File: config.mk
export PLATFORM = sky130hd
export DESIGN_NAME = ifetch_seq
export DESIGN_NICKNAME = d
export VERILOG_FILES = /design/src/rtl/ifs_pkg.sv /design/src/rtl/ifs_phase.sv /design/src/rtl/ifs_pc.sv /design/src/rtl/ifs_ir.sv /design/src/rtl/ifetch_seq.sv
export SDC_FILE = /design/constraint.sdc
export NUM_CORES = 1
export LEC_CHECK = 0
export BUFFER_PORTS_ARGS = -buffer_cell sky130_fd_sc_hd__buf_2
export CAP_MARGIN = 20
export CORE_UTILIZATION = 40
export DETAILED_ROUTE_END_ITERATION = 8
export GPL_TIMING_DRIVEN = 0
export MAX_ROUTING_LAYER = met4
export PLACE_DENSITY = 0.69
export SLEW_MARGIN = 20
export SYNTH_ARGS = -nofsm -noshare
export SYNTH_HDL_FRONTEND = slang
export SYNTH_SLANG_ARGS = --single-unit
File: constraint.sdc
create_clock -name clk -period 2.3 [get_ports clk]
set_input_delay 0.345 -clock clk [delete_from_list [all_inputs] [get_ports clk]]
set_output_delay 0.345 -clock clk [all_outputs]
set_load 0.01 [all_outputs]
File: src/rtl/ifs_pkg.sv
package ifs_pkg;
  localparam int INSN_W = 14;
  typedef logic [INSN_W-1:0] insn_t;
  localparam insn_t NOP_WORD = '0;
endpackage

File: src/rtl/ifs_phase.sv
module ifs_phase #(
  parameter int CLKS_PER_CYC = 4
) (
  input  logic clk,
  input  logic rst_n,
  output logic first,
  output logic last
);
  localparam int PH_W = (CLKS_PER_CYC > 2) ? $clog2(CLKS_PER_CYC) : 1;
  localparam logic [PH_W-1:0] PH_LAST = PH_W'(CLKS_PER_CYC - 1);

  logic [PH_W-1:0] phase;

  always_ff @(posedge clk) begin
    if (!rst_n)            phase <= '0;
    else if (phase == PH_LAST) phase <= '0;
    else                   phase <= phase + 1'b1;
  end

  assign first = (phase == '0);
  assign last  = (phase == PH_LAST);
endmodule

File: src/rtl/ifs_pc.sv
module ifs_pc #(
  parameter int PC_W = 10
) (
  input  logic            clk,
  input  logic            rst_n,
  input  logic            step,
  input  logic            jump,
  input  logic [PC_W-1:0] target,
  output logic [PC_W-1:0] pc
);
  always_ff @(posedge clk) begin
    if (!rst_n)     pc <= '0;
    else if (step) begin
      if (jump) pc <= target;
      else      pc <= pc + 1'b1;
    end
  end
endmodule

File: src/rtl/ifs_ir.sv
module ifs_ir
  import ifs_pkg::*;
(
  input  logic  clk,
  input  logic  rst_n,
  input  logic  load,
  input  logic  flush,
  input  insn_t word,
  output insn_t ir,
  output logic  ir_valid
);
  always_ff @(posedge clk) begin
    if (!rst_n) begin
      ir       <= NOP_WORD;
      ir_valid <= 1'b0;
    end else if (load) begin
      ir       <= flush ? NOP_WORD : word;
      ir_valid <= !flush;
    end
  end
endmodule

File: src/rtl/ifetch_seq.sv
module ifetch_seq
  import ifs_pkg::*;
#(
  parameter int PC_W         = 10,
  parameter int CLKS_PER_CYC = 4
) (
  input  logic              clk,
  input  logic              rst_n,
  input  logic              br_req,
  input  logic [PC_W-1:0]   br_target,
  input  logic              insn_ready,
  input  logic [INSN_W-1:0] pm_rdata,
  output logic [PC_W-1:0]   pm_addr,
  output logic              pm_rd_en,
  output logic [INSN_W-1:0] insn,
  output logic              insn_valid,
  output logic              cyc_strobe
);
  logic first, last;
  logic stall, advance, taken;

  ifs_phase #(.CLKS_PER_CYC(CLKS_PER_CYC)) u_phase (
    .clk   (clk),
    .rst_n (rst_n),
    .first (first),
    .last  (last)
  );

  // a valid word the execute stage refuses keeps the whole pipe in place
  assign stall   = insn_valid && !insn_ready;
  assign advance = last && !stall;
  // only a real instruction can branch; bubbles ignore br_req
  assign taken   = advance && insn_valid && br_req;

  ifs_pc #(.PC_W(PC_W)) u_pc (
    .clk    (clk),
    .rst_n  (rst_n),
    .step   (advance),
    .jump   (taken),
    .target (br_target),
    .pc     (pm_addr)
  );

  ifs_ir u_ir (
    .clk      (clk),
    .rst_n    (rst_n),
    .load     (advance),
    .flush    (taken),
    .word     (pm_rdata),
    .ir       (insn),
    .ir_valid (insn_valid)
  );

  assign pm_rd_en   = first;
  assign cyc_strobe = last;
endmodule

==> results.md <==
* CP endpoint kind: flip-flop
* MaxCap Viol Count at 0
* Die area at 3380 sq um
* Post-synth top cells: 27 x dfxtp_1, 20 x nor2_1, 17 x a22oi_1
* # clock sinks at 27
* Hpwl dp at 2410 microns
* CP required at 2570 ps
* Post-Syn Nets at 174
* Mean post-synth cell area at 8.83 sq um
* CTS tree: built
* DR vias at 1313
* Synth unique cells at 35
* Most frequent cell after synthesis: dfxtp_1
* Final total power at 0.000859 W
* Mapped Area at 1260 sq um
* Fin worst setup slack at 749 ps
* GRT overflow at 0
* Final hold violations at 0
* Post-synth EDFFs at 0
* Post-cts resize count at 0
* Starting density of the core at 41.7%
* Longest Clk Path Bufs at 2
* Drt first pass iters at 4
* Status: completed
* I/O Pins at 55
* RSZ-0062 raised after global routing: false
* Leading area contributor after synthesis: dfxtp_1
* Slew @ Worst Pin at 576 ps
* Core footprint at 3030 sq um
* Routability Congestion at 0.869
* Peak Freq at 0.645 GHz
* Power Dens Cells at 531 nW/um^2
* Layout cell share with drive strength beyond 1 at 34.3%
* Worst slew margin at 61.5%
* Synthesis Warnings at 0
* Die H at 58.2 microns
* Critical path class: flip-flop to flip-flop
* CTS Hold Bufs at 0
* Worst hold path class: input pin to flip-flop
* R2R cell count at 5
* Largest net degree at the start of global routing at 17
* Fin Setup TNS at 0 ps
* Synth-to-Final Area Change at 28.1%
* Input/output buffers at 54
* Ys flop type: dfxtp_1
* Register area share after synthesis at 42.8%
* Clock transition at path regs at 150 ps
* Worst Path Arrival at 1820 ps
* Slew Limit Fails at 0
* Root Buffer: clkbuf_4
* Worst-Skew Late Latency at 320 ps
* Crit path time final at 1550 ps
* Postcts setup bufs at 0
* Antenna Cells at 0
* DRT Wirelength at 3260 microns
* Largest cells by area after synthesis: dfxtp_1 43%, a22oi_1 10%, nor2_1 5.9%
* Die span in x at 58.2 microns
* H-tree Lvls at 1
* Pre-CTS setup slack at 692 ps
* CTS Buf Count at 3
* Worst Path Max Fanout at 10
* R2R Setup Slk at 750 ps
* Hold Path Cell Cnt at 3
* DR iter-0 viols at 87
* VDD IR max at 0.000247 V
* Cell leakage power at 0.689 nW
* Drt drc at 0
* Post-synthesis register bit count at 27
* CP startpoint kind: flip-flop
* Vias per cell at 5.36
* First-pass GRT wire length at 5350 microns
* Number of global-route vias before repair at 1168
* Fin crit share at 67.4%
* Final Skew at 5.77 ps
* Cells after synthesis at 143
* FP Rows at 20
* Initial antenna violation count at 0
* Finish-stage setup viols at 0
* Total GRT Usage at 21.0%
* Layout Nets at 233
* Asr flop ratio synth at 0%
* Synth top area share at 42.8%
* Wirelength per Cell at 13.3 microns
* Final ANT Viol Nets at 0
-- layout make-up --
cell class / count / area, sq um
fillers: 314 / 1410
clock inverters: 1 / 7.51
multi-input cells: 104 / 636
repair buffers: 54 / 270
flip-flops and latches: 27 / 541
well taps: 44 / 55.1
plain buffers: 9 / 75.1
clock buffers: 3 / 22.5
inverters: 3 / 11.3
-- placed cells by master (no fill, tap or decap), drive strengths merged --
cell,Yosys,final
a211oi,1,1
a21boi,2,2
a21oi,4,4
a221oi,1,1
a22oi,17,17
a311oi,1,1
a31oi,4,4
and2,2,2
and3,2,2
and4,1,1
buf,7,61
clkbuf,2,5
clkinvlp,0,1
dfxtp,27,27
ha,3,3
inv,3,3
nand2,9,9
nand2b,4,4
nand3,10,10
nand3b,1,1
nand4,1,1
nand4b,1,1
nor2,20,20
nor3,2,2
nor3b,1,1
nor4,2,2
o211ai,4,4
o21ai,5,5
o22ai,2,2
o31a,1,1
o31ai,2,2
or3,1,1
-- through the flow --
step / cells / hold WS [ps] / utilization (%) / area, sq um
3_5_place_dp: 241 / 468 / 52.4 / 1590
6_report: 245 / 260 / 53.4 / 1620
5_1_grt: 245 / 268 / 53.4 / 1620
3_3_place_gp: 241 / 445 / 52.4 / 1590
2_1_floorplan: 143 / 431 / - / 1260
4_1_cts: 245 / 254 / 53.4 / 1620
-- layer usage --
layer	global-route usage, %	share of wire (%)
met1	29.7	47
met2	31.0	46
met3	2.68	6.4
met4	7.14	0.55
met5	-	0
-- where the power goes --
part	internal (W)	switching (W)
Combinational	0.0000683	0.0000793
Clock	0.0000663	0.000143
Sequential	0.000487	0.0000144
Total	0.000622	0.000237
-- final timing paths --
path	start	endpoint
setup / recovery	u_phase.phase[0]$_SDFF_PP0_	u_ir.ir[0]$_SDFFE_PN0P_
hold / removal	pm_rdata[4]	u_ir.ir[4]$_SDFFE_PN0P_
setup reg to reg	u_phase.phase[0]$_SDFF_PP0_	u_ir.ir[0]$_SDFFE_PN0P_
hold reg to reg	u_phase.phase[0]$_SDFF_PP0_	u_phase.phase[0]$_SDFF_PP0_
-- worst max-delay path, stage by stage, from the launching register on --
cell and delay, ps:
dfxtp_1 390, ha_1 200, a21boi_1 510, buf_6 220, a22oi_1 90, nor2_1 100
-- cell families (layout without fill, tap and decap cells) --
family                     Yosys count  in the layout  share of synthesized area, %
buffers and inverters               12             70                          6.84
adders and majority gates            3              3                          2.97
AOI/OAI and AO/OA                   44             44                          24.6
DFF                                 27             27                          42.8
and+or+nand+nor                     57             57                          22.8
-- registers in the layout, indices dropped and copies added (netlist names) --
signal         cells
u_pc.pc           10
u_ir.ir           14
u_phase.phase      2
u_ir.ir_valid      1
(Power assumes the default switching activity.)
